<file path="config.mk">
export PLATFORM = sky130hd
export DESIGN_NAME = acc_cpu
export DESIGN_NICKNAME = d
export VERILOG_FILES = /design/src/rtl/acc_cpu_pkg.sv /design/src/rtl/acc_cpu_decode.sv /design/src/rtl/acc_cpu_alu.sv /design/src/rtl/acc_cpu_agen.sv /design/src/rtl/acc_cpu.sv
export SDC_FILE = /design/constraint.sdc
export NUM_CORES = 1
export LEC_CHECK = 0
export ABC_CLOCK_PERIOD_IN_PS = 4400
export BUFFER_PORTS_ARGS = -buffer_cell sky130_fd_sc_hd__buf_2
export CAP_MARGIN = 40
export CORE_MARGIN = 8
export CORE_UTILIZATION = 47
export CTS_BUF_LIST = sky130_fd_sc_hd__clkbuf_4
export CTS_CLUSTER_SIZE = 12
export DETAILED_ROUTE_END_ITERATION = 10
export HOLD_SLACK_MARGIN = 0.02
export MAX_ROUTING_LAYER = met4
export PLACE_DENSITY = 0.65
export SYNTH_ARGS = -nofsm -noshare
export SYNTH_HDL_FRONTEND = slang
export SYNTH_SLANG_ARGS = --single-unit
export TNS_END_PERCENT = 20
</file>
<file path="constraint.sdc">
create_clock -name clk -period 4.4 [get_ports clk]
set_input_delay 0.66 -clock clk [delete_from_list [all_inputs] [get_ports clk]]
set_output_delay 0.66 -clock clk [all_outputs]
set_load 0.02 [all_outputs]
</file>
<file path="src/rtl/acc_cpu_pkg.sv">
package acc_cpu_pkg;

  typedef enum logic [1:0] {
    CC_EQ = 2'b00,
    CC_LT = 2'b01,
    CC_GT = 2'b10
  } cc_t;

  typedef enum logic [2:0] {
    K_LOAD, K_STORE, K_ARITH, K_CMP, K_JUMP, K_CALL, K_RET, K_BAD
  } kind_t;

  typedef enum logic [1:0] { R_A, R_X, R_L } rsel_t;

  typedef enum logic [1:0] { C_ALL, C_LT, C_EQ, C_GT } cond_t;

  typedef struct packed {
    kind_t kind;
    rsel_t rsel;
    logic  sub;
    cond_t cond;
  } ctrl_t;

  typedef enum logic [2:0] {
    S_FETCH, S_EXEC, S_READ, S_WRITE, S_HALT
  } state_t;

  localparam logic [7:0] OP_LOADA  = 8'h00;
  localparam logic [7:0] OP_LOADX  = 8'h04;
  localparam logic [7:0] OP_LOADL  = 8'h08;
  localparam logic [7:0] OP_STOREA = 8'h0C;
  localparam logic [7:0] OP_STOREX = 8'h10;
  localparam logic [7:0] OP_STOREL = 8'h14;
  localparam logic [7:0] OP_ADD    = 8'h18;
  localparam logic [7:0] OP_SUB    = 8'h1C;
  localparam logic [7:0] OP_CMP    = 8'h20;
  localparam logic [7:0] OP_JMP    = 8'h24;
  localparam logic [7:0] OP_JLT    = 8'h28;
  localparam logic [7:0] OP_JEQ    = 8'h2C;
  localparam logic [7:0] OP_JGT    = 8'h30;
  localparam logic [7:0] OP_CALL   = 8'h34;
  localparam logic [7:0] OP_RET    = 8'h38;

endpackage

</file>
<file path="src/rtl/acc_cpu_decode.sv">
module acc_cpu_decode
  import acc_cpu_pkg::*;
#(
  parameter int OP_W = 8
) (
  input  logic [OP_W-1:0] opcode,
  output ctrl_t           ctrl
);

  always_comb begin
    ctrl = '{kind: K_BAD, rsel: R_A, sub: 1'b0, cond: C_ALL};
    unique case (opcode)
      OP_LOADA:  ctrl = '{kind: K_LOAD,  rsel: R_A, sub: 1'b0, cond: C_ALL};
      OP_LOADX:  ctrl = '{kind: K_LOAD,  rsel: R_X, sub: 1'b0, cond: C_ALL};
      OP_LOADL:  ctrl = '{kind: K_LOAD,  rsel: R_L, sub: 1'b0, cond: C_ALL};
      OP_STOREA: ctrl = '{kind: K_STORE, rsel: R_A, sub: 1'b0, cond: C_ALL};
      OP_STOREX: ctrl = '{kind: K_STORE, rsel: R_X, sub: 1'b0, cond: C_ALL};
      OP_STOREL: ctrl = '{kind: K_STORE, rsel: R_L, sub: 1'b0, cond: C_ALL};
      OP_ADD:    ctrl = '{kind: K_ARITH, rsel: R_A, sub: 1'b0, cond: C_ALL};
      OP_SUB:    ctrl = '{kind: K_ARITH, rsel: R_A, sub: 1'b1, cond: C_ALL};
      OP_CMP:    ctrl = '{kind: K_CMP,   rsel: R_A, sub: 1'b1, cond: C_ALL};
      OP_JMP:    ctrl = '{kind: K_JUMP,  rsel: R_A, sub: 1'b0, cond: C_ALL};
      OP_JLT:    ctrl = '{kind: K_JUMP,  rsel: R_A, sub: 1'b0, cond: C_LT};
      OP_JEQ:    ctrl = '{kind: K_JUMP,  rsel: R_A, sub: 1'b0, cond: C_EQ};
      OP_JGT:    ctrl = '{kind: K_JUMP,  rsel: R_A, sub: 1'b0, cond: C_GT};
      OP_CALL:   ctrl = '{kind: K_CALL,  rsel: R_L, sub: 1'b0, cond: C_ALL};
      OP_RET:    ctrl = '{kind: K_RET,   rsel: R_L, sub: 1'b0, cond: C_ALL};
      default:   ctrl = '{kind: K_BAD,   rsel: R_A, sub: 1'b0, cond: C_ALL};
    endcase
  end

endmodule

</file>
<file path="src/rtl/acc_cpu_alu.sv">
module acc_cpu_alu
  import acc_cpu_pkg::*;
#(
  parameter int WORD_W = 24
) (
  input  logic [WORD_W-1:0] a,
  input  logic [WORD_W-1:0] b,
  input  logic              sub,
  output logic [WORD_W-1:0] result,
  output cc_t               cc
);

  always_comb begin
    result = sub ? (a - b) : (a + b);
    if (a == b)                       cc = CC_EQ;
    else if ($signed(a) < $signed(b)) cc = CC_LT;
    else                              cc = CC_GT;
  end

endmodule

</file>
<file path="src/rtl/acc_cpu_agen.sv">
module acc_cpu_agen #(
  parameter int ADDR_W = 15,
  parameter int WORD_W = 24
) (
  input  logic [ADDR_W-1:0] field,
  input  logic              idx,
  input  logic [WORD_W-1:0] xreg,
  output logic [ADDR_W-1:0] ta
);

  always_comb begin
    ta = idx ? (field + xreg[ADDR_W-1:0]) : field;
  end

endmodule

</file>
<file path="src/rtl/acc_cpu.sv">
module acc_cpu
  import acc_cpu_pkg::*;
#(
  parameter int ADDR_W = 15,
  parameter int DATA_W = 8,
  parameter int BYTES  = 3
) (
  input  logic              clk,
  input  logic              rst_n,
  output logic [ADDR_W-1:0] mem_addr,
  output logic              mem_we,
  output logic [DATA_W-1:0] mem_wdata,
  input  logic [DATA_W-1:0] mem_rdata,
  output logic              halt
);

  localparam int WORD_W = DATA_W * BYTES;
  localparam int CW     = $clog2(BYTES + 1);
  localparam int IDX_B  = WORD_W - DATA_W - 1;

  // reset: asserted asynchronously, released on the clock
  logic [1:0] rst_sync_q;
  logic       rst_s;

  always_ff @(posedge clk or negedge rst_n) begin
    if (!rst_n) rst_sync_q <= 2'b00;
    else        rst_sync_q <= {rst_sync_q[0], 1'b1};
  end
  assign rst_s = rst_sync_q[1];

  state_t            state_q, state_d;
  logic [CW-1:0]     cnt_q, cnt_d;
  logic [WORD_W-1:0] gath_q, gath_d;
  logic              gath_en;
  logic [WORD_W-1:0] ir_q, ir_d;
  logic              ir_en;
  logic [WORD_W-1:0] a_q, a_d, x_q, x_d, l_q, l_d, pc_q, pc_d, sw_q, sw_d;
  logic              a_en, x_en, l_en, pc_en, sw_en;

  logic [WORD_W-1:0] word_in;
  logic [WORD_W-1:0] alu_res;
  cc_t               alu_cc;
  ctrl_t             ctrl;
  logic [ADDR_W-1:0] ta;
  logic [WORD_W-1:0] store_src;
  logic              cond_ok;

  assign word_in = {gath_q[WORD_W-DATA_W-1:0], mem_rdata};

  acc_cpu_decode #(.OP_W(DATA_W)) u_dec (
    .opcode (ir_q[WORD_W-1 -: DATA_W]),
    .ctrl   (ctrl)
  );

  acc_cpu_agen #(.ADDR_W(ADDR_W), .WORD_W(WORD_W)) u_agen (
    .field (ir_q[ADDR_W-1:0]),
    .idx   (ir_q[IDX_B]),
    .xreg  (x_q),
    .ta    (ta)
  );

  acc_cpu_alu #(.WORD_W(WORD_W)) u_alu (
    .a      (a_q),
    .b      (word_in),
    .sub    (ctrl.sub),
    .result (alu_res),
    .cc     (alu_cc)
  );

  always_comb begin
    unique case (ctrl.rsel)
      R_X:     store_src = x_q;
      R_L:     store_src = l_q;
      default: store_src = a_q;
    endcase
  end

  always_comb begin
    unique case (ctrl.cond)
      C_LT:    cond_ok = (sw_q[1:0] == CC_LT);
      C_EQ:    cond_ok = (sw_q[1:0] == CC_EQ);
      C_GT:    cond_ok = (sw_q[1:0] == CC_GT);
      default: cond_ok = 1'b1;
    endcase
  end

  // memory port
  always_comb begin
    mem_we    = (state_q == S_WRITE);
    mem_wdata = '0;
    for (int i = 0; i < BYTES; i++) begin
      if (cnt_q == CW'(i)) mem_wdata = store_src[(BYTES-1-i)*DATA_W +: DATA_W];
    end
    unique case (state_q)
      S_FETCH:         mem_addr = pc_q[ADDR_W-1:0] + ADDR_W'(cnt_q);
      S_READ, S_WRITE: mem_addr = ta + ADDR_W'(cnt_q);
      default:         mem_addr = pc_q[ADDR_W-1:0];
    endcase
  end

  assign halt = (state_q == S_HALT);

  // next state
  always_comb begin
    state_d = state_q;
    cnt_d   = cnt_q;
    gath_d  = gath_q;  gath_en = 1'b0;
    ir_d    = word_in; ir_en   = 1'b0;
    a_d     = a_q;     a_en    = 1'b0;
    x_d     = x_q;     x_en    = 1'b0;
    l_d     = l_q;     l_en    = 1'b0;
    pc_d    = pc_q;    pc_en   = 1'b0;
    sw_d    = sw_q;    sw_en   = 1'b0;
    unique case (state_q)
      S_FETCH, S_READ: begin
        if (cnt_q == CW'(BYTES)) begin
          cnt_d = '0;
          if (state_q == S_FETCH) begin
            ir_en   = 1'b1;
            pc_en   = 1'b1;
            pc_d    = pc_q + WORD_W'(BYTES);
            state_d = S_EXEC;
          end else begin
            state_d = S_FETCH;
            unique case (ctrl.kind)
              K_LOAD: begin
                unique case (ctrl.rsel)
                  R_X:     begin x_en = 1'b1; x_d = word_in; end
                  R_L:     begin l_en = 1'b1; l_d = word_in; end
                  default: begin a_en = 1'b1; a_d = word_in; end
                endcase
              end
              K_ARITH: begin a_en = 1'b1; a_d = alu_res; end
              K_CMP:   begin sw_en = 1'b1; sw_d = {sw_q[WORD_W-1:2], alu_cc}; end
              default: ;
            endcase
          end
        end else begin
          cnt_d = cnt_q + 1'b1;
          if (cnt_q != '0) begin
            gath_en = 1'b1;
            gath_d  = word_in;
          end
        end
      end
      S_EXEC: begin
        cnt_d   = '0;
        state_d = S_FETCH;
        unique case (ctrl.kind)
          K_LOAD, K_ARITH, K_CMP: state_d = S_READ;
          K_STORE: state_d = S_WRITE;
          K_JUMP: if (cond_ok) begin pc_en = 1'b1; pc_d = WORD_W'(ta); end
          K_CALL: begin
            l_en  = 1'b1; l_d  = pc_q;
            pc_en = 1'b1; pc_d = WORD_W'(ta);
          end
          K_RET:  begin pc_en = 1'b1; pc_d = l_q; end
          default: state_d = S_HALT;
        endcase
      end
      S_WRITE: begin
        if (cnt_q == CW'(BYTES - 1)) begin
          cnt_d   = '0;
          state_d = S_FETCH;
        end else begin
          cnt_d = cnt_q + 1'b1;
        end
      end
      S_HALT:  state_d = S_HALT;
      default: state_d = S_HALT;
    endcase
  end

  // registers
  always_ff @(posedge clk or negedge rst_s) begin
    if (!rst_s) begin
      state_q <= S_FETCH;
      cnt_q   <= '0;
    end else begin
      state_q <= state_d;
      cnt_q   <= cnt_d;
    end
  end

  always_ff @(posedge clk or negedge rst_s) begin
    if (!rst_s) begin
      gath_q <= '0;
      ir_q   <= '0;
    end else begin
      if (gath_en) gath_q <= gath_d;
      if (ir_en)   ir_q   <= ir_d;
    end
  end

  always_ff @(posedge clk or negedge rst_s) begin
    if (!rst_s) begin
      a_q  <= '0;
      x_q  <= '0;
      l_q  <= '0;
      pc_q <= '0;
      sw_q <= '0;
    end else begin
      if (a_en)  a_q  <= a_d;
      if (x_en)  x_q  <= x_d;
      if (l_en)  l_q  <= l_d;
      if (pc_en) pc_q <= pc_d;
      if (sw_en) sw_q <= sw_d;
    end
  end

endmodule

</file>
# Yosys cells after proc, flatten, opt, wreduce, memory -nomap -nowiden
# Memories as Yosys holds them, arrays and structs flattened.
# Cells that the tools add are included.
word_totals:
  rom_bits: 512
  ff_bits: 145
  input_bits: 10
  n_memories: 1
  latch_bits: 0
  out_inout_bits: 25
  mem_bits_rw: 0
classes:
  n_eq_ne: 31
  bitwise_logic: 2
  muxes: 61
  magnitude_cmp: 1
  div_mod_pow: 0
  multipliers: 0
  n_reduce_logical: 22
  n_addsub: 7
  shifts: 0
mem_list:
  columns: ["name", "words", "word_bits", "rd", "rd_ports_with_merged_regs", "wr", "line", "rtl"]
  rows:
  - ["(no name shown)", 64, 8, 1, 0, 0, "acc_cpu_decode.sv:12", "unique case (opcode)"]
op_table:
  columns: ["op", "count"]
  rows:
  - ["$mux W24", 10]
  - ["$pmux W24 S2", 4]
  - ["$pmux W24 S3", 1]
  - ["$mux W8", 4]
  - ["$add A15 B2 Y15", 2]
  - ["$pmux W15 S2", 1]
  - ["$mux W1", 26]
  - ["$add A24 B2 Y24 const B", 1]
  - ["$add A24 B24 Y24", 1]
  - ["$eq A24 B24 Y1", 1]
  - ["$lt A24 B24 Y1", 1]
  - ["$sub A24 B24 Y24", 1]
  - ["$pmux W3 S3", 2]
  - ["$reduce_and A6 Y1", 3]
  - ["$add A15 B15 Y15", 1]
  - ["$mux W15", 1]
  - ["$eq A2 B2 Y1 const B", 6]
  - ["$eq A3 B2 Y1 const B", 4]
  - ["$eq A3 B3 Y1 const B", 4]
  - ["$ne A2 B2 Y1 const B", 5]
  - ["$eq A2 B1 Y1 const B", 4]
  - ["$mux W2", 4]
  - ["$pmux W1 S2", 4]
  - ["$reduce_or A2 Y1", 4]
  - ["18 further kinds", 29]

# Logic depth before layout (Yosys ltp)
# Gate-level depths: netlist (run 1).
logic_depth:
  word_depth: 10
  depth_mapped: 16
  depth_no_buf: 14

# Modules after synthesis
# From an unflattened synthesis (run 1), not the netlist that was laid out.
unflattened:
  cells_unflattened: 1451
  area_unflattened_um2: 12423.2
by_module_without_submodules:
  columns: ["mod", "cells_each", "area_each_um2", "seq_area_each_um2", "instances"]
  rows:
  - ["acc_cpu", 888, 8410.6, 3628.5, 1]
  - ["acc_cpu_alu", 421, 2910.3, 0.0, 1]
  - ["acc_cpu_agen", 113, 893.4, 0.0, 1]
  - ["acc_cpu_decode", 29, 209.0, 0.0, 1]

# Least setup slack after synthesis (run 1)
# Ideal clock, no wire load.
synth_path:
  kind: "flip-flop to output port"
  from: "register ir_q[0]"
  to: "output mem_addr[11]"
  required_ps: 3740
  path_slack_ps: 510
  arrival_ps: 3230
  n_path_buf: 0
  stages_incl_launch_ff: 14
  cell_sequence: "dfrtp_1 -> ha_1 -> inv_1 -> fa_1 -> nand2_1 -> o21ai_0 -> o21ai_0 -> ha_1 -> a21oi_1 -> nor2_1 -> nor4b_1 -> nand4b_1 -> xnor2_1 -> o21ai_0"
synth_via:
  elab_chain_cells: 4
synth_lines:
  columns: ["item", "line", "rtl"]
  rows:
  - ["start: declaration", "acc_cpu.sv:35", "logic [WORD_W-1:0] ir_q, ir_d;"]
  - ["start signal: assignment", "acc_cpu.sv:191", "if (ir_en) ir_q <= ir_d;"]
  - ["$add A15 B15 Y15", "acc_cpu_agen.sv:12", "ta = idx ? (field + xreg[ADDR_W-1:0]) : field;"]
  - ["$mux W15 (*)", "acc_cpu_agen.sv:12", null]
  - ["$add A15 B2 Y15 (*)", "acc_cpu.sv:96", "S_READ, S_WRITE: mem_addr = ta + ADDR_W'(cnt_q);"]
  - ["$pmux W15 S2 (*)", "acc_cpu.sv:94", "unique case (state_q)"]
  - ["end: declaration", "acc_cpu.sv:10", "output logic [ADDR_W-1:0] mem_addr,"]
# Every way passes the cells marked *; elsewhere a longest branch is shown, timed or not.

# Final worst setup path (run 1)
layout_path:
  from: "register ir_q[0]"
  to: "output mem_addr[14]"
# The elaborated chain is that of the path after synthesis.

==> results of run 1 <==
metrics by stage:
step	setup slack [ns]	setup TNS (ns)	power, µW	cells
final	-0.05569	-0.05569	6920	1786
after CTS	-0.1311	-0.2746	6687	1780
after detailed placement	0.2026	0	5640	1739
after global placement	0.2000	0	5600	1734
after global routing	-0.2548	-0.6810	7401	1786
after floorplan	0.06084	0	4570	1444
timing repair:
action / CTS / global route
endpoints found under the setup margin: 8 / 16
buffers inserted: 8 / 5
resized for setup: 27 / 35
pin swaps: 11 / 10
hold endpoints to repair: 2 / 0
hold buffers: 1 / 0
power by group through the flow:
stage                     Sequential, µW  Combinational, µW  Clock [µW]
final                               2050               3950         923
after global routing                2080               4340         984
after CTS                           2020               3730         937
after detailed placement            2040               3600           0
after global placement              2020               3580           0
after floorplan                     1800               2770           0
flip-flops by register name, summed over array words and instances, names as in the netlist:
register and flops:
a_q 24, cnt_q 2, gath_q 16, ir_q 24
l_q 24, pc_q 24, rst_sync_q 2, state_q 3
sw_q 2, x_q 24
logic make-up (layout without fill, tap and decap cells):
logic type	after synthesis	in the layout	synth area share
XOR/XNOR	42	42	0.03242
other	1	2	0.0003305
AO/OA/AOI/OAI	467	467	0.2551
adder cells (fa/ha/maj)	76	76	0.08646
buffers and inverters	158	175	0.05503
multiplexers	42	42	0.04819
flip-flops	145	145	0.3198
AND/OR/NAND/NOR	513	513	0.2027
layout by cell type, fill, tap and decap left out, drive strengths merged, types with 6 or more instances in the layout:
cell	instances
a21oi	119
a221oi	8
nor2	149
or2	8
nor4	9
o21a	7
a22o	24
o21bai	6
or3	9
o211ai	6
inv	66
mux4	8
xnor2	24
a31oi	38
a21o	15
nor2b	15
clkbuf	17
a22oi	12
mux2i	13
ha	72
and3	11
nand2b	16
o21ai	153
o31ai	12
o22ai	15
mux2	21
buf	78
nor3	31
nand2	212
dfrtp	145
clkinv	8
and2	9
nand3	27
a211oi	11
xor2	18
per-layer routing:
| layer | vias to the layer above | track usage | part of all wire |
|---|---|---|---|
| met5 | - | - | 0 |
| met4 | 0 | 0.07675 | 0.023 |
| met1 | 5227 | 0.3620 | 0.48 |
| li1 | 5134 | - | - |
| met3 | 48 | 0.02800 | 0.052 |
| met2 | 348 | 0.3946 | 0.45 |
worst min path at each step:
stage / cells after the start / startpoint / endpoint
after floorplan: 0 / rst_sync_q[0]$_DFF_PN0_ / rst_sync_q[1]$_DFF_PN0_
after global placement: 0 / rst_sync_q[1]$_DFF_PN0_ / x_q[5]$_DFFE_PN0P_
after detailed placement: 0 / rst_sync_q[1]$_DFF_PN0_ / x_q[5]$_DFFE_PN0P_
after CTS: 0 / rst_sync_q[1]$_DFF_PN0_ / x_q[5]$_DFFE_PN0P_
after global routing: 0 / rst_sync_q[1]$_DFF_PN0_ / x_q[5]$_DFFE_PN0P_
final: 0 / rst_sync_q[1]$_DFF_PN0_ / x_q[5]$_DFFE_PN0P_
area by class of cell:
type,count,area [µm²]
sequential,145,3633
antenna,1,2.502
fill,2347,11520
clock buffer,17,127.6
multi-input combinational,1141,7362
inverter,64,240.2
timing repair buffer,79,581.8
clock inverter,15,165.2
tap,324,405.4
==> results.md, run 1 <==
- IO buf count: 34
- Layout area overhead: 10.33%
- Nets: 1534
- Via count: 10757
- GR Util All Layers: 0.2600
- Power Density: 552.8 nW/µm²
- Largest net degree at the start of global routing: 116
- Final instance area: 12520 µm²
- Avg Inst Size Synth: 7.857 µm²
- Crit path depth: 14
- Antenna violations before repair: 1
- Clock power frac: 0.133
- Sw Share: 0.4800
- Crit path buffers/inverters: 2
- Synth warn: 0
- Min-Delay Path Class: reg -> async
- DRC viols: 0
- Synth Flop Type: dfrtp_1
- FF-to-FF setup slack: 0.91 ns
- Max Slew Vio Count: 0
- GR Overflow Total: 0
- Die area: 29370 µm²
- MaxCap Viol Count: 0
- FF-to-FF path depth: 12
- Clock root cell: clkbuf_4
- Top-Level Pins: 35
- Number of vias per cell: 6.023
- Final setup fails: 1
- DP HPWL: 27420 µm
- CTS buffer count: 17
- CTS sink count: 145
- Switch Pwr: 3322 µW
- CP cell instances: ha_4 > inv_2 > fa_2 > nor2b_4 > o2111ai_2 > nand3b_1 > xor2_2 > a221oi_2 > a211o_1 > a2111oi_4 > nand3_1 > or4_1 > o211ai_1 > buf_4
- Reg-to-reg endpoint: a_q[16]$_DFFE_PN0P_
- TritonCTS clock tree: yes
- Final Util: 0.5209
- Arrival @ worst endpoint: 3.80 ns
- Worst setup EP type: output port
- Clock Skews: 0.02637 ns
- Fin worst setup slack: -0.05569 ns
- Failing checks: setup timing
- Slowest CP cell: dfrtp_1
- Internal Power: 3598 µW
- Crit path to: mem_addr[14]
- GPL Wtd Cong: 0.9388
- Seq/Total Area, Yosys: 0.3198
- Tmin final: 4.456 ns
- Cell Area, Synth: 11350 µm²
- Die Wd: 171.4 µm
- # rows: 57
- Synth cell count leaders: nand2_1 (210), o21ai_0 (152), nor2_1 (149)
- Post-synth ARST share: 1.000
- Synth cell types: 72
- Critical path startpoint: ir_q[0]$_DFFE_PN0P_
- EDFF count, synth: 0
- DR iter-0 viols: 1063
- H-tree level count: 4
- Cell Area, Placed: 11860 µm²
- Area contributors post-synth: dfrtp_1 (32%), ha_1 (7.9%), nand2_1 (6.9%), o21ai_0 (6.7%), a21oi_1 (5.2%)
- Layout cells sized above 1: 0.1403
- Worst r2r src: gath_q[0]$_DFFE_PN0P_
- Status: finished, violations left
- Crit Path Max Fanout: 5
- Most numerous cell in the Yosys netlist: nand2_1
- Core area: 24030 µm²
- Slew at the pin closest to its max-slew limit: 0.8307 ns
- Post-route ant nets: 0
- Final Hold Viols: 0
- Leakage: 0.005253 µW
- CP Launch Type: register
- Top Family by Delay on Critical Path: compound AO/OA/AOI/OAI gates
- Cell taking the most area after synthesis: dfrtp_1
- RSZ-0062 raised after global routing: true
- Crit-path max cell delay: 0.42 ns
- Vias in the first global route: 9913
- Seq pwr share: 0.296
- Hold slack: 0.2775 ns
- Initial Util: 0.4721
- Die Height: 171.4 µm
- Syn Nets: 1530
- Fin crit share: 1.013
- Slew margin rel.: 0.4462
- DRT Wirelength: 36730 µm
- First-pass GRT wire length: 57700 µm
- Kind of critical path: reg -> out
- Yosys top cell area share: 0.3198
- DRT Pass-1 Iters: 5
- Top achievable clock speed: 224.4 MHz
- Comb pwr share: 0.570
- Post-synthesis cell count: 1444
- Worst-path clk slew: 0.14 ns
- Clk Latency, worst-skew pair: 0.56 ns
- Drt wl/cell: 20.56 µm
- CP Data Required Time: 3.74 ns
- Clock buffer depth: 2
- Register bit count reported by yosys: 145
- Peak VDD IR: 0.0003035 V
Note: power is estimated with default switching activity, not from simulation.
==> inputs of run 2 (changes only) <==
--- a/config.mk
+++ b/config.mk
@@ -16,3 +16,2 @@
 export HOLD_SLACK_MARGIN = 0.02
-export MAX_ROUTING_LAYER = met4
 export PLACE_DENSITY = 0.65
==> constraint.sdc (replaced) <==
create_clock -name clk -period 4.4 [get_ports clk]
set_input_delay 0.44 -clock clk [delete_from_list [all_inputs] [get_ports clk]]
set_output_delay 0.44 -clock clk [all_outputs]
set_load 0.02 [all_outputs]
==> run 2 against run 1 <==
  * Clock-buffer cell count rose by 4
  * Critical path type unchanged
  * Global-route usage is 1.0 points lower
  * The flow now finishes without violations
  * Clock power up 12%
  * Die area unchanged
  * Clock skew shrank 0.0063 ns
  * Sequential share of layout area up 0.17 points
  * Critical endpoint unchanged
==> results.md, run 2 (synthesized netlist as in run 1, its figures left out) <==
- Status: complete, no violations
- Core area: 24030 µm²
- Top-Level Pins: 35
- Max Slew Vio Count: 0
- CP Launch Type: register
- Register area: 3632 µm²
- Slew at the pin closest to its max-slew limit: 0.8280 ns
- Layout cells sized above 1: 0.1293
- DR iter-0 viols: 872
- Slew margin rel.: 0.4480
- Layout area overhead: 9.672%
- Antenna violations before repair: 1
- CTS buffer count: 17
- DRT Wirelength: 36200 µm
- Clock Skews: 0.02010 ns
- IO buf count: 34
- Comb pwr share: 0.558
- Leakage: 0.005235 µW
- DP HPWL: 27370 µm
- Sw Share: 0.4704
- Most common cell after layout, fill and taps aside: nand2_1
- Tmin final: 4.282 ns
- Worst setup EP type: output port
- Final setup fails: 0
- Arrival @ worst endpoint: 3.84 ns
- DRC viols: 0
- Die area: 29370 µm²
- Switch Pwr: 3259 µW
- Peak VDD IR: 0.0002959 V
- MaxCap Viol Count: 0
- Filler instances: 2344
- Clock root cell: clkbuf_4
- First-pass GRT wire length: 56960 µm
- Top achievable clock speed: 233.5 MHz
- Min-Delay Path Class: in -> async
- # rows: 57
- GR Util All Layers: 0.2500
- Post-route ant nets: 0
- Internal Power: 3670 µW
- Largest net degree at the start of global routing: 70
- Final Hold Viols: 0
- Drt wl/cell: 20.35 µm
- TritonCTS clock tree: yes
- Cell Area, Placed: 11860 µm²
- Routing usage on met3: 0.02961
- Clock power frac: 0.149
- Clk Latency, worst-skew pair: 0.58 ns
- Hold slack: 0.1445 ns
- RSZ-0062 raised after global routing: true
- Cell total after placement: 1737
- Vias in the first global route: 9869
- Power Density: 556.8 nW/µm²
- Setup TNS: 0 ns
- H-tree level count: 4
- Met2 usage: 0.3929
- Seq pwr share: 0.293
- Crit Path Max Fanout: 3
- Met1 Use GR: 0.3551
- CP Data Required Time: 3.96 ns
- GR Overflow Total: 0
- Fin worst setup slack: 0.1178 ns
- Most frequent cells in the layout: nand2_1 (210), nor2_1 (146), o21ai_0 (144), dfrtp_1 (144), a21oi_1 (115)
- Multi-input logic area: 7277 µm²
- Via count: 10790
- DRT Pass-1 Iters: 5
- Clock buffer depth: 2
- Finished Layout Cells: 1779
- Nets: 1528
- Die Height: 171.4 µm
- Kind of critical path: reg -> out
- Initial Util: 0.4721
- Fin crit share: 0.9732
- Number of vias per cell: 6.065
- CTS sink count: 145
- Worst-path clk slew: 0.14 ns
- Pre-CTS WS: 0.3840 ns
- Die Wd: 171.4 µm
- GRT Max-Usage Layer: met2
- Final instance area: 12440 µm²
- GPL Wtd Cong: 0.9276
## run 2: cell types whose count changed in the layout (fill, tap and decap cells not counted), moves of 3 or more
cell | previous run | this run
clkbuf_4 | 17 | 21
ha_4 | 4 | 1
o21ai_0 | 141 | 144
buf_4 | 43 | 33
ha_1 | 64 | 68
buf_2 | 29 | 33
clkinv_1 | 4 | 0
## run 2: final timing paths
path | start | slack [ns] | cells after the start | end
worst min register to register | rst_sync_q[1]$_DFF_PN0_ | 0.23 | 0 | ir_q[8]$_DFFE_PN0P_
min in group clk | mem_rdata[3] | 0.16 | 3 | ir_q[3]$_DFFE_PN0P_
worst min-delay path | rst_n | 0.14 | 2 | rst_sync_q[1]$_DFF_PN0_
worst max register to register | ir_q[17]$_DFFE_PN0P_ | 0.90 | 10 | a_q[19]$_DFFE_PN0P_
max in group asynchronous | rst_sync_q[1]$_DFF_PN0_ | 3.17 | 2 | pc_q[22]$_DFFE_PN0P_
worst max-delay path | x_q[0]$_DFFE_PN0P_ | 0.12 | 14 | mem_addr[14]
## run 2: metal layers
layer | vias to the layer above | part of all wire
met3 | 42 | 0.057
met2 | 367 | 0.46
met5 | - | 0
met4 | 0 | 0.021
met1 | 5244 | 0.47
li1 | 5137 | -
## run 2: what timing repair did
| action | CTS | global route |
|---|---|---|
| endpoints found under the hold margin | 2 | 0 |
| hold buffers | 1 | 0 |
| pin swaps | 3 | 12 |
| setup buffers | 3 | 6 |
| setup endpoints to repair | 4 | 8 |
| resized for setup | 10 | 28 |
## run 2: final cells by class
class,count,area share
Clock inverter,10,0.01488
Inverter,64,0.01931
Tap cell,324,0.03258
Multi-Input combinational cell,1141,0.5848
Clock buffer,21,0.01267
Timing Repair Buffer,73,0.04364
Antenna cell,1,0.0002011
Sequential cell,145,0.2919
## run 2: per-stage QoR
step             util  power (µW)
3_3_place_gp   0.4894        5588
5_1_grt        0.5177        7411
4_1_cts        0.5106        6709
3_5_place_dp   0.4935        5636
2_1_floorplan       -        4570
6_report       0.5177        6928
## run 2: worst max-delay path, cell delays in order, from the launching register on
cell	delay (ns)
dfrtp_1	0.39
ha_2	0.21
inv_1	0.06
fa_2	0.38
nor2b_4	0.15
o31a_1	0.21
o221a_2	0.23
a221oi_2	0.06
nand2b_1	0.18
a211o_1	0.30
a2111oi_4	0.26
nand3_1	0.16
or4_1	0.41
o211ai_1	0.10
buf_4	0.18
## run 2: power by group through the flow
stage          logic, µW  clock network [µW]  registers, µW
5_1_grt             4250                1090           2060
2_1_floorplan       2770                   0           1800
3_5_place_dp        3600                   0           2040
3_3_place_gp        3550                   0           2040
4_1_cts             3660                1050           2010
6_report            3870                1030           2030
